===== src/rtl/rfe_pkg.sv =====
package rfe_pkg;

   typedef enum logic [1:0] {
      SRC_USER = 2'b00,
      SRC_ID   = 2'b01,
      SRC_CFG  = 2'b10
   } src_e;

   function automatic src_e decode_src(input logic [1:0] sel);
      case (sel)
         2'b01:   return SRC_ID;
         2'b10:   return SRC_CFG;
         default: return SRC_USER;
      endcase
   endfunction

endpackage


===== src/rtl/rfe_bit_timer.sv =====
module rfe_bit_timer #(
   parameter int SLOW_CLKS   = 64,
   parameter int FAST_CLKS   = 32,
   parameter bit FAST_OPT_EN = 1'b1,
   localparam int CNT_W      = $clog2(SLOW_CLKS)
) (
   input  logic       clk_i,
   input  logic       rst_ni,
   input  logic       fast_i,
   output logic       bit_end_o,
   output logic       mid_end_o,
   output logic       half_o,
   output logic [1:0] quarter_o
);

   localparam int SW = CNT_W;

   logic [CNT_W-1:0] cnt_q;
   logic [CNT_W-1:0] last_c;
   logic [CNT_W-1:0] half_last_c;

   generate
      if (FAST_OPT_EN) begin : g_dual
         localparam int FW = $clog2(FAST_CLKS);
         always_comb begin
            if (fast_i) begin
               last_c      = CNT_W'(FAST_CLKS - 1);
               half_last_c = CNT_W'(FAST_CLKS / 2 - 1);
               half_o      = cnt_q[FW-1];
               quarter_o   = cnt_q[FW-1 -: 2];
            end else begin
               last_c      = CNT_W'(SLOW_CLKS - 1);
               half_last_c = CNT_W'(SLOW_CLKS / 2 - 1);
               half_o      = cnt_q[SW-1];
               quarter_o   = cnt_q[SW-1 -: 2];
            end
         end
      end else begin : g_single
         always_comb begin
            last_c      = CNT_W'(SLOW_CLKS - 1);
            half_last_c = CNT_W'(SLOW_CLKS / 2 - 1);
            half_o      = cnt_q[SW-1];
            quarter_o   = cnt_q[SW-1 -: 2];
         end
      end
   endgenerate

   // the reset value is the all-ones count, so the first edge after reset is a boundary
   assign bit_end_o = (cnt_q >= last_c);
   assign mid_end_o = (cnt_q == half_last_c);

   always_ff @(posedge clk_i or negedge rst_ni) begin
      if (!rst_ni) begin
         cnt_q <= '1;
      end else if (bit_end_o) begin
         cnt_q <= '0;
      end else begin
         cnt_q <= cnt_q + 1'b1;
      end
   end


   wrap_chk: assert property (@(posedge clk_i) disable iff (!rst_ni)
      bit_end_o |=> (cnt_q == '0));


   mid_sep_chk: assert property (@(posedge clk_i) disable iff (!rst_ni)
      mid_end_o |-> !bit_end_o);

endmodule


===== src/rtl/rfe_stream_seq.sv =====
module rfe_stream_seq
   import rfe_pkg::*;
#(
   parameter int USER_WORDS = 8,
   parameter int WORD_BITS  = 16,
   parameter int ID_BITS    = 64,
   parameter int CFG_BITS   = 16,
   localparam int USER_LEN  = USER_WORDS * WORD_BITS,
   localparam int POS_W     = $clog2(USER_LEN),
   localparam int WADDR_W   = $clog2(USER_WORDS),
   localparam int BADDR_W   = $clog2(WORD_BITS),
   localparam int ID_W      = $clog2(ID_BITS)
) (
   input  logic                clk_i,
   input  logic                rst_ni,
   input  logic                bit_end_i,
   input  logic [1:0]          mode_i,
   input  logic                ack_req_i,
   output logic [WADDR_W-1:0]  mem_word_o,
   output logic [BADDR_W-1:0]  mem_bit_o,
   input  logic                mem_data_i,
   input  logic [ID_BITS-1:0]  id_i,
   input  logic [CFG_BITS-1:0] cfg_word_i,
   output logic                cur_bit_o,
   output logic                adv_o,
   output logic                ack_o,
   output logic                run_o
);

   src_e             src_in, src_q;
   logic [POS_W-1:0] pos_q, pos_last, pos_inc, nxt_pos;
   logic             cur_bit_q, run_q, ack_q, ack_bit_q, ack_pend_q;
   logic             ack_last, ack_start, adv, sel_bit;
   logic [USER_LEN-1:0] cfg_vec;

   // configuration stream: word bits first, zero padding after
   generate
      for (genvar i = 0; i < USER_LEN; i++) begin : g_cfg
         if (i < CFG_BITS) begin : g_word
            assign cfg_vec[i] = cfg_word_i[i];
         end else begin : g_pad
            assign cfg_vec[i] = 1'b0;
         end
      end
   endgenerate

   assign src_in    = decode_src(mode_i);
   assign ack_last  = ack_q & ack_bit_q;
   assign ack_start = bit_end_i & ~ack_q & (ack_pend_q | ack_req_i);
   assign adv       = bit_end_i & ~ack_start & (~ack_q | ack_last);

   assign pos_last = (src_q == SRC_ID) ? POS_W'(ID_BITS - 1) : POS_W'(USER_LEN - 1);
   assign pos_inc  = (pos_q == pos_last) ? '0 : pos_q + 1'b1;
   assign nxt_pos  = (ack_q || (src_in != src_q)) ? '0 : pos_inc;

   assign mem_word_o = nxt_pos[POS_W-1:BADDR_W];
   assign mem_bit_o  = nxt_pos[BADDR_W-1:0];

   always_comb begin
      case (src_in)
         SRC_ID:  sel_bit = id_i[nxt_pos[ID_W-1:0]];
         SRC_CFG: sel_bit = cfg_vec[nxt_pos];
         default: sel_bit = mem_data_i;
      endcase
   end

   always_ff @(posedge clk_i or negedge rst_ni) begin
      if (!rst_ni) begin
         src_q      <= SRC_USER;
         pos_q      <= POS_W'(USER_LEN - 1);
         cur_bit_q  <= 1'b0;
         run_q      <= 1'b0;
         ack_q      <= 1'b0;
         ack_bit_q  <= 1'b0;
         ack_pend_q <= 1'b0;
      end else begin
         if (bit_end_i) begin
            run_q <= 1'b1;
         end
         if (adv) begin
            src_q     <= src_in;
            pos_q     <= nxt_pos;
            cur_bit_q <= sel_bit;
         end
         if (ack_start) begin
            ack_q     <= 1'b1;
            ack_bit_q <= 1'b0;
         end else if (bit_end_i && ack_q) begin
            if (ack_bit_q) begin
               ack_q <= 1'b0;
            end else begin
               ack_bit_q <= 1'b1;
            end
         end
         if (ack_start) begin
            ack_pend_q <= 1'b0;
         end else if (ack_req_i) begin
            ack_pend_q <= 1'b1;
         end
      end
   end

   assign cur_bit_o = cur_bit_q;
   assign adv_o     = adv;
   assign ack_o     = ack_q;
   assign run_o     = run_q;


   user_step_chk: assert property (@(posedge clk_i) disable iff (!rst_ni)
      (adv && run_q && !ack_q && src_q == SRC_USER && src_in == SRC_USER)
      |=> (pos_q == (($past(pos_q) == POS_W'(USER_LEN - 1)) ? '0 : $past(pos_q) + 1'b1)));


   id_range_chk: assert property (@(posedge clk_i) disable iff (!rst_ni)
      (src_q == SRC_ID) |-> (pos_q <= POS_W'(ID_BITS - 1)));


   cfg_pad_chk: assert property (@(posedge clk_i) disable iff (!rst_ni)
      (run_q && src_q == SRC_CFG && pos_q >= POS_W'(CFG_BITS)) |-> !cur_bit_q);


   ack_len_chk: assert property (@(posedge clk_i) disable iff (!rst_ni)
      (bit_end_i && ack_q && ack_bit_q) |=> (!ack_q && pos_q == '0));


   mode_restart_chk: assert property (@(posedge clk_i) disable iff (!rst_ni)
      (adv && src_in != src_q) |=> (pos_q == '0 && src_q == $past(src_in)));

endmodule


===== src/rtl/rfe_line_coder.sv =====
module rfe_line_coder #(
   parameter bit BIPHASE_EN = 1'b1
) (
   input  logic       clk_i,
   input  logic       rst_ni,
   input  logic       biphase_i,
   input  logic       run_i,
   input  logic       ack_i,
   input  logic       adv_i,
   input  logic       mid_end_i,
   input  logic       half_i,
   input  logic [1:0] quarter_i,
   input  logic       cur_bit_i,
   output logic       mod_en_o
);

   logic level_hi;
   logic data_hi;

   generate
      if (BIPHASE_EN) begin : g_both
         logic lvl_q;
         always_ff @(posedge clk_i or negedge rst_ni) begin
            if (!rst_ni) begin
               lvl_q <= 1'b1;
            end else if (biphase_i) begin
               if (adv_i) begin
                  lvl_q <= ~lvl_q;
               end else if (mid_end_i && run_i && !ack_i && !cur_bit_i) begin
                  lvl_q <= ~lvl_q;
               end
            end
         end
         assign data_hi = biphase_i ? lvl_q : (half_i ? ~cur_bit_i : cur_bit_i);


         biph_edge_chk: assert property (@(posedge clk_i) disable iff (!rst_ni)
            (run_i && biphase_i && adv_i && !ack_i) |=> (mod_en_o != $past(mod_en_o)));
      end else begin : g_manch
         assign data_hi = half_i ? ~cur_bit_i : cur_bit_i;
      end
   endgenerate

   always_comb begin
      if (ack_i) begin
         level_hi = quarter_i[0];
      end else if (!run_i) begin
         level_hi = 1'b1;
      end else begin
         level_hi = data_hi;
      end
   end

   assign mod_en_o = ~level_hi;


   manch_mid_chk: assert property (@(posedge clk_i) disable iff (!rst_ni)
      (run_i && !ack_i && !biphase_i && mid_end_i) |=> (mod_en_o != $past(mod_en_o)));


   idle_off_chk: assert property (@(posedge clk_i) disable iff (!rst_ni)
      !run_i |-> !mod_en_o);

endmodule


===== src/rtl/rfid_readout_enc.sv =====
module rfid_readout_enc #(
   parameter int SLOW_BIT_CLKS = 64,
   parameter int FAST_BIT_CLKS = 32,
   parameter bit FAST_OPT_EN   = 1'b1,
   parameter bit BIPHASE_EN    = 1'b1,
   parameter int USER_WORDS    = 8,
   parameter int WORD_BITS     = 16,
   parameter int ID_BITS       = 64,
   parameter int CFG_BITS      = 16,
   localparam int WADDR_W      = $clog2(USER_WORDS),
   localparam int BADDR_W      = $clog2(WORD_BITS)
) (
   input  logic                clk_i,
   input  logic                rst_ni,
   input  logic                fast_i,
   input  logic                biphase_i,
   input  logic [1:0]          mode_i,
   input  logic                ack_req_i,
   output logic [WADDR_W-1:0]  mem_word_o,
   output logic [BADDR_W-1:0]  mem_bit_o,
   input  logic                mem_data_i,
   input  logic [ID_BITS-1:0]  id_i,
   input  logic [CFG_BITS-1:0] cfg_word_i,
   output logic                mod_en_o
);

   localparam int USER_LEN = USER_WORDS * WORD_BITS;

   // elaboration-time parameter checks
   generate
      if ((SLOW_BIT_CLKS & (SLOW_BIT_CLKS - 1)) != 0 || SLOW_BIT_CLKS < 8) begin : g_bad_slow
         $fatal(1, "SLOW_BIT_CLKS must be a power of two of at least 8");
      end
      if ((FAST_BIT_CLKS & (FAST_BIT_CLKS - 1)) != 0 || FAST_BIT_CLKS < 8
          || FAST_BIT_CLKS >= SLOW_BIT_CLKS) begin : g_bad_fast
         $fatal(1, "FAST_BIT_CLKS must be a power of two, at least 8, below SLOW_BIT_CLKS");
      end
      if ((USER_WORDS & (USER_WORDS - 1)) != 0 || (WORD_BITS & (WORD_BITS - 1)) != 0
          || USER_WORDS < 2 || WORD_BITS < 2) begin : g_bad_user
         $fatal(1, "USER_WORDS and WORD_BITS must be powers of two of at least 2");
      end
      if ((ID_BITS & (ID_BITS - 1)) != 0 || ID_BITS < 2 || ID_BITS > USER_LEN) begin : g_bad_id
         $fatal(1, "ID_BITS must be a power of two not above the user stream length");
      end
      if (CFG_BITS < 1 || CFG_BITS > USER_LEN) begin : g_bad_cfg
         $fatal(1, "CFG_BITS must fit in the configuration stream");
      end
   endgenerate

   logic       bit_end, mid_end, half;
   logic [1:0] quarter;
   logic       cur_bit, adv, ack, run;

   rfe_bit_timer #(
      .SLOW_CLKS   (SLOW_BIT_CLKS),
      .FAST_CLKS   (FAST_BIT_CLKS),
      .FAST_OPT_EN (FAST_OPT_EN)
   ) u_timer (
      .clk_i     (clk_i),
      .rst_ni    (rst_ni),
      .fast_i    (fast_i),
      .bit_end_o (bit_end),
      .mid_end_o (mid_end),
      .half_o    (half),
      .quarter_o (quarter)
   );

   rfe_stream_seq #(
      .USER_WORDS (USER_WORDS),
      .WORD_BITS  (WORD_BITS),
      .ID_BITS    (ID_BITS),
      .CFG_BITS   (CFG_BITS)
   ) u_seq (
      .clk_i      (clk_i),
      .rst_ni     (rst_ni),
      .bit_end_i  (bit_end),
      .mode_i     (mode_i),
      .ack_req_i  (ack_req_i),
      .mem_word_o (mem_word_o),
      .mem_bit_o  (mem_bit_o),
      .mem_data_i (mem_data_i),
      .id_i       (id_i),
      .cfg_word_i (cfg_word_i),
      .cur_bit_o  (cur_bit),
      .adv_o      (adv),
      .ack_o      (ack),
      .run_o      (run)
   );

   rfe_line_coder #(
      .BIPHASE_EN (BIPHASE_EN)
   ) u_coder (
      .clk_i     (clk_i),
      .rst_ni    (rst_ni),
      .biphase_i (biphase_i),
      .run_i     (run),
      .ack_i     (ack),
      .adv_i     (adv),
      .mid_end_i (mid_end),
      .half_i    (half),
      .quarter_i (quarter),
      .cur_bit_i (cur_bit),
      .mod_en_o  (mod_en_o)
   );


   ack_first_q_chk: assert property (@(posedge clk_i) disable iff (!rst_ni)
      (bit_end && ack_req_i && !ack) |=> mod_en_o);

endmodule


===== config.mk =====
export PLATFORM = sky130hd
export DESIGN_NAME = rfid_readout_enc
export DESIGN_NICKNAME = d
export VERILOG_FILES = /design/src/rtl/rfe_pkg.sv /design/src/rtl/rfe_bit_timer.sv /design/src/rtl/rfe_stream_seq.sv /design/src/rtl/rfe_line_coder.sv /design/src/rtl/rfid_readout_enc.sv
export SDC_FILE = /design/constraint.sdc
export NUM_CORES = 1
export LEC_CHECK = 0
export CELL_PAD_IN_SITES_DETAIL_PLACEMENT = 0
export CELL_PAD_IN_SITES_GLOBAL_PLACEMENT = 2
export CORE_AREA = 2 2 90 114
export CTS_CLUSTER_SIZE = 10
export DETAILED_ROUTE_END_ITERATION = 8
export DIE_AREA = 0 0 92 116
export GPL_ROUTABILITY_DRIVEN = 0
export GPL_TIMING_DRIVEN = 0
export PLACE_DENSITY_LB_ADDON = 0.1
export SYNTH_ARGS = -nofsm -noshare
export SYNTH_HDL_FRONTEND = slang
export SYNTH_SLANG_ARGS = --single-unit

===== constraint.sdc =====
create_clock -name clk_i -period 2.51 [get_ports clk_i]
set_clock_uncertainty 0.05 [all_clocks]
set_input_delay 0.251 -clock clk_i [delete_from_list [all_inputs] [get_ports clk_i]]
set_output_delay 0.251 -clock clk_i [all_outputs]
set_load 0.005 [all_outputs]

==> summary.txt, run 1 <==
Floorplanning
  – Die height: roughly 120 um
  – Placeable Area: roughly 9500 um2
  – Die width: approximately 92 um
  – Full die area: between 10000 and 15000 um2
  – I/O Pins: 96
  – Std cell rows: 40
  – Initial core utilization: between 20 and 25%

Critical path
  – WS Path Type: register to register
  – Critical Path Max Stage Delay: 0.60 ns
  – Slowest cell on the critical path: dfstp_2
  – CP required: between 2 and 3 ns
  – Critical Path Most Common Cell: buf_4
  – Critical Path Fanout Max: 5
  – Worst path bufs/invs: 3
  – Crit end category: register
  – CP Launch Type: register
  – Critical path's top delay family: flip-flops
  – CP arrival: between 2 and 3 ns
  – CP cell instances: ha_4, and3_4, a211oi_4, buf_6, buf_4, buf_4, nand3_1, nand2_1, o21ai_1, nand4_1, a211oi_2, o22ai_2

Placed design
  – Dpl hpwl: ~6.2 mm
  – Placed insts: about 500
  – Placed cell area: about 3200 um2
  – # port buffers: 95

Power and ir drop
  – PD cells: just under 600 nW/um2
  – Overall power: ~2200 uW
  – Leak: 0.001514 uW
  – Peak VDD IR: between 0.0003 and 0.0004 V

Finish
  – Diodes inserted: 0
  – Sequential Area: between 500 and 600 um2
  – Number of fill cells: between 1000 and 1500
  – Final cell count without fillers: about 530
  – Footprint of the multi-input gates: roughly 1600 um2
  – Layout area overhead: 78.97%
  – Share of layout cells above drive strength 1: between 20% and 30%
  – Nets: roughly 500
  – Commonest cells after routing, fill and taps aside: clkdlybuf4s50_1, nand2_1, buf_4
  – Post-Layout Inst Area: approximately 3700 um2
  – Commonest non-fill, non-tap cell in the layout: clkdlybuf4s50_1

Routing
  – DR vias/cell: roughly 4.5
  – First DRT Iteration DRCs: 69
  – Drt wl/cell: 15.67 um
  – DRC errors left: 0
  – Final wirelength: ~8.4 mm
  – First-pass iteration count of the detailed router: 4
  – DR vias: 2391
  – ANT nets after route: 0

Clock tree
  – Hold-fix buffers, CTS: 0
  – Clk_lat worst skew: roughly 0.26 ns
  – CTS Buf Count: 3
  – CTS tree: built
  – Htree depth: 1
  – Clock Sinks: 21
  – Clock-pin slew on the worst setup and hold paths: roughly 0.060 ns
  – CTS max path bufs: 2
  – CTS root buf: clkbuf_16

Timing
  – Setup TNS: 0 ns
  – Final hold vios: 0
  – Tightest Pin Transition: around 0.99 ns
  – Slew headroom: between 30% and 40%
  – FMAX: between 0.4 and 0.5 GHz
  – Fin crit period: 2.437 ns
  – RSZ-0062 raised after global routing: yes
  – Setup violators final: 0
  – Fin. max-slew vios: 0
  – Tcrit/Tclk final: between 90% and 100%

Global route
  – Vias in the first global route: between 2000 and 2500
  – GRT Residual Overflow: 0
  – Initial antenna violation count: 0
  – Largest net degree at the start of global routing: 22
  – GRT Util Overall: between 10% and 20%
  – First-pass GRT wire length: 12.97 mm

Yosys
  – Post-synth EDFFs: 0
  – Netlist cell types: slightly below 50
  – Share of the synthesized area in the top cell type: 17.76%
  – Cell Area, Synth: 2071 um2
  – Synth top area cells: dfstp_2, nand2_1, dfrtp_1
  – Seq cells post-synth: 21
  – Seq/Total Area, Yosys: a little over a quarter
  – Avg Cell Area, Syn: 7.530 um2
  – Synth Flop Type: dfstp_2
  – Async SR Flop Fraction: 100.0%
  – Yosys warns: 0
  – Mapped Cells: about 280
  – Yosys top cell by area: dfstp_2
  – Synth Net Count: between 300 and 400

Run status
  – Status: completed

Flow run
  – Maxcap violations: 0

Min path
  – Hold Path Class: register to register
==> where the power goes <==
group	leakage [uW]	internal, uW	switching (uW)
Sequential	0.000224	503	126
Combinational	0.00125	596	626
Clock	0.0000409	214	127
==> sequential cells by signal (all words and copies together) (netlist names) <==
signal                cells
u_coder.g_both.lvl_q      1
u_seq.ack_bit_q           1
u_seq.ack_o               1
u_seq.ack_pend_q          1
u_seq.cur_bit_o           1
u_seq.pos_q               7
u_seq.run_o               1
u_seq.src_q               2
u_timer.cnt_q             6
==> stage by stage <==
step / setup WS (ns) / utilization (%) / hold WS [ns]
2_1_floorplan: 0.2417 / - / -0.09459
3_3_place_gp: -0.9147 / 33.43 / 0.4168
3_5_place_dp: -0.9251 / 33.43 / 0.4299
4_1_cts: 0.0003713 / 37.62 / 0.4424
5_1_grt: -0.04885 / 38.97 / 0.4586
6_report: 0.07341 / 38.97 / 0.4336
==> final cells by class <==
type	instances	share of cell area, %
Buffer	9	2.026
Inverter	10	1.148
Clock buffer	3	2.026
Timing Repair Buffer	129	32.92
Multi-Input combinational cell	234	42.84
Clock inverter	1	0.1350
Sequential cell	21	14.65
Tap cell	126	4.254
==> path summary, 6_finish.rpt <==
check	cells past startpoint	endpoint	slack, ns	startpoint
min	2	u_seq.pos_q[3]	0.43	u_seq.pos_q[3]
max	12	u_seq.cur_bit_o	0.07	u_seq.pos_q[1]
min in group asynchronous	1	u_seq.ack_pend_q	0.49	rst_ni
min reg2reg	2	u_seq.pos_q[3]	0.43	u_seq.pos_q[3]
max in group asynchronous	1	u_seq.cur_bit_o	1.32	rst_ni
max reg2reg	12	u_seq.cur_bit_o	0.07	u_seq.pos_q[1]
==> tightest hold or removal path, stage by stage (launching register included) <==
cell and delay, ns:
dfstp_2 0.38, nand2_1 0.05, nand2_1 0.05
==> Yosys cell counts (all sizes together) (3+ instances only) <==
cell and instances:
nand2 85, nand4 7, o21ai 15, ha 5
buf 6, a21oi 13, dfrtp 7, or3 4
a211oi 3, nor3 4, nor2 10, o211ai 3
xnor2 3, inv 10, a31oi 4, nand2b 3
xor2 11, and3 4, nand3 34, clkbuf 4
dfstp 14, mux2i 12
==> cells by family after synthesis <==
group | synth area share (%)
AO/OA/AOI/OAI | 16.44
XOR/XNOR | 6.284
adder cells (fa/ha/maj) | 3.021
buffers and inverters | 4.350
flip-flops | 26.22
multiplexers | 6.345
AND/OR/NAND/NOR | 37.34
==> routing by layer <==
metal  share of wire (%)  wire (um)  vias up  track usage, %
li1                    -          -     1219               -
met2                  50       4175       65           28.87
met5                   0          0        -               0
met1                  44       3680     1102           19.26
met3                 5.0        418        5           1.951
met4                0.93         78        0           3.881
==> what timing repair did <==
action,CTS,global route
endpoints found under the setup margin,8,6
pin swaps,11,10
gates resized for setup,38,9
setup buffers,23,11
hold endpoints to repair,0,0
Note: power is estimated with default switching activity, not from simulation.
==> inputs of run 2 (changes only) <==
CAP_MARGIN = 30   (was unset)
CORE_AREA = 2 2 95 119   (was 2 2 90 114)
DIE_AREA = 0 0 97 121   (was 0 0 92 116)
clock period = 2 ns   (was 2.51 ns; I/O delays follow)
==> run 2 against run 1 <==
  * The flow now finishes with violations (setup timing)
  * Design area increased by 9.1%
  * Global-route usage decreased by 0.73 points
  * Combinational power increased by 48%
  * Die area increased by 10%
  * Register-to-register slack got worse by 0.49 ns
  * Count of clock-buffer cells in the layout unchanged
  * Total power increased by 38%
  * Worst hold slack got worse by 0.071 ns
  * Setup slack got worse by 0.49 ns
  * Critical endpoint unchanged
==> summary.txt, run 2 (same netlist as run 1, synthesis figures left out) <==
Run status
  – Status: finished with violations (was completed)
  – Failing checks: setup timing

Routing
  – DR vias: 2486 (was 2391)
  – Drt wl/cell: 15.88 um (was 15.67 um)
  – ANT nets after route: 0 (unchanged)
  – Final wirelength: 8.763 mm (was 8.353 mm)
  – DRC errors left: 0 (unchanged)
  – DR vias/cell: 4.504 (was 4.486)
  – First DRT Iteration DRCs: 40 (was 69)
  – First-pass iteration count of the detailed router: 4 (unchanged)

Critical path
  – Worst path bufs/invs: 1 (was 3)
  – R2r setup slk: -0.42 ns (was 0.07 ns)
  – Crit end category: register (unchanged)
  – CP arrival: 2.50 ns (was 2.52 ns)
  – R2r endpoint: u_seq.cur_bit_o (unchanged)
  – R2R Path Start: u_seq.src_q[1] (was u_seq.pos_q[1])
  – Critical path's top delay family: simple AND/OR/NAND/NOR gates (was flip-flops)
  – CP required: 2.08 ns (was 2.59 ns)
  – Critical Path Fanout Max: 3 (was 5)
  – Reg2Reg Depth: 10 (was 12)
  – CP cell instances: xor2_4, or3_4, a211oi_4, buf_6, mux2i_1, nand2_1, nand3_1, nand4_1, a211oi_2, o22ai_2 (was ha_4, and3_4, a211oi_4, buf_6, buf_4, buf_4, nand3_1, nand2_1, o21ai_1, nand4_1, a211oi_2, o22ai_2)
  – Critical path origin: u_seq.src_q[1] (was u_seq.pos_q[1])
  – CP Launch Type: register (unchanged)
  – Slowest cell on the critical path: dfrtp_2 (was dfstp_2)
  – WS Path Type: register to register (unchanged)
  – Critical Path Max Stage Delay: 0.44 ns (was 0.60 ns)

Finish
  – Layout area overhead: 95.23% (was 78.97%)
  – Commonest cells after routing, fill and taps aside: clkdlybuf4s50_1, nand2_1, buf_4 (unchanged)
  – Util after Layout: 38.27% (was 38.97%)
  – Share of layout cells above drive strength 1: 32.62% (was 24.82%)
  – Top reg by flops: u_seq.pos_q (unchanged)
  – Diodes inserted: 0 (unchanged)
  – Largest register FFs: 7 (unchanged)
  – Regs by FF count: u_seq.pos_q: 7 flops, u_timer.cnt_q: 6 flops, u_seq.src_q: 2 flops (unchanged)
  – Commonest non-fill, non-tap cell in the layout: clkdlybuf4s50_1 (unchanged)
  – Final cell count without fillers: 552 (was 533)
  – Nets: 514 (was 501)

Floorplanning
  – Std cell rows: 42 (was 40)
  – Die width: 97 um (was 92 um)
  – Full die area: 11740 um2 (was 10670 um2)
  – Placeable Area: 10560 um2 (was 9509 um2)
  – I/O Pins: 96 (unchanged)
  – Die height: 121 um (was 116 um)
  – Initial core utilization: 19.60% (was 21.78%)

Power and ir drop
  – Clock share of power: 14.2% (was 15.6%)
  – Sequential share of power: 26.0% (was 28.7%)
  – Peak VDD IR: 0.0004404 V (was 0.0003936 V)
  – PD cells: 746.6 nW/um2 (was 591.8 nW/um2)
  – Leak: 0.001630 uW (was 0.001514 uW)
  – Sw frac: 39.62% (was 40.11%)
  – Combinational Power Share: 59.8% (was 55.7%)
  – Sw power: 1196 uW (was 879.8 uW)
  – Internal Pwr Total: 1822 uW (was 1314 uW)

Min path
  – Hold path cells: 5 (was 2)
  – Hold EP: u_seq.src_q[1] (was u_seq.pos_q[3])
  – Hold Path Class: input pin to register (was register to register)
  – Min-delay src: mode_i[0] (was u_seq.pos_q[3])

Clock tree
  – CTS root buf: clkbuf_16 (unchanged)
  – Clock Sinks: 21 (unchanged)
  – Clock-pin slew on the worst setup and hold paths: 0.06 ns (about the same)
  – CTS max path bufs: 2 (unchanged)
  – Clk_lat worst skew: 0.26 ns (about the same)
  – CTS tree: built (unchanged)
  – CTS Buf Count: 3 (unchanged)
  – Htree depth: 1 (unchanged)

Timing
  – Setup violators final: 6 (was 0)
  – Tcrit/Tclk final: 120.9% (was 97.08%)
  – Final hold vios: 0 (unchanged)
  – Fin crit period: 2.418 ns (was 2.437 ns)
  – Setup WS post-layout: -0.4182 ns (was 0.07341 ns)
  – Fin. max-slew vios: 0 (unchanged)
  – Tightest Pin Transition: 0.4383 ns (was 0.9913 ns)
  – FMAX: 0.4135 GHz (was 0.4104 GHz)
  – Slew headroom: 70.64% (was 33.71%)
  – RSZ-0062 raised after global routing: yes (unchanged)

Placed design
  – Placed insts: 503 (was 496)
  – Dpl hpwl: 6.431 mm (was 6.242 mm)
  – # port buffers: 95 (unchanged)

Global route
  – Initial antenna violation count: 0 (unchanged)
  – GRT Residual Overflow: 0 (unchanged)
  – Vias in the first global route: 2577 (was 2487)
  – First-pass GRT wire length: 13.88 mm (was 12.97 mm)
  – Largest net degree at the start of global routing: 19 (was 22)
  – GRT Util Overall: 14.88% (was 15.61%)

Flow run
  – Maxcap violations: 0 (unchanged)
## run 2: cell types whose count changed in the layout (fill, tap and decap cells not counted), sizes merged
cell / delta
buf: +17
clkdlybuf4s50: -8
clkbuf: +4
## run 2: power by group through the flow
stage               clock network, uW  registers [uW]  logic, uW
global placement                    0             783       1380
detailed placement                  0             784       1390
floorplan                           0             744        921
finish                            427             785       1810
global route                      462             807       1980
CTS                               450             785       1650
## run 2: per-layer routing
metal,share of wire [%],vias up,track usage (%)
li1,-,1254,-
met1,43,1150,18.87
met2,51,76,26.39
met3,4.8,6,2.362
met4,0.89,0,3.697
met5,0,-,0
## run 2: worst max-delay path by stage
| stage | end | slack (ns) | depth (start not counted) |
|---|---|---|---|
| 2_1_floorplan | u_seq.cur_bit_o | -0.19 | 9 |
| 3_3_place_gp | mem_word_o[1] | -1.23 | 8 |
| 3_5_place_dp | mem_word_o[1] | -1.23 | 8 |
| 4_1_cts | u_seq.cur_bit_o | -0.44 | 10 |
| 5_1_grt | u_seq.cur_bit_o | -0.52 | 11 |
| 6_report | u_seq.cur_bit_o | -0.42 | 10 |
## run 2: what timing repair did
item | CTS | global route
gates cloned | 0 | 1
gates resized for setup | 66 | 35
hold buffers | 0 | 0
setup buffers | 32 | 14
pin swaps | 21 | 16
endpoints found under the setup margin | 18 | 18
## run 2: final cells by class
| type | instances | area [um2] |
|---|---|---|
| Tap cell | 132 | 165.2 |
| Clock inverter | 1 | 5.005 |
| Clock buffer | 3 | 75.07 |
| Multi-Input combinational cell | 234 | 1717 |
| Sequential cell | 21 | 544.3 |
| Inverter | 10 | 47.55 |
| Buffer | 8 | 86.33 |
| Timing Repair Buffer | 143 | 1403 |
| Fill cell | 1105 | 6520 |
## run 2: worst min-delay path, delay by kind of cell
family        cells  cell delay (ns)
buf+inv           2             0.17
fa+ha+maj         1             0.18
simple gates      2             0.10
## run 2: stage by stage
step / setup slack (ns) / total power [uW] / area (um2) / setup TNS [ns] / hold slack [ns]
after floorplan: -0.1855 / 1665 / 2162 / -0.1855 / -0.1456
after global placement: -1.225 / 2164 / 3278 / -10.98 / 0.4156
after detailed placement: -1.225 / 2179 / 3306 / -11.01 / 0.4243
after CTS: -0.4392 / 2883 / 3836 / -1.054 / 0.4023
after global routing: -0.5153 / 3251 / 4043 / -1.237 / 0.4108
final: -0.4182 / 3018 / 4043 / -0.8166 / 0.3621
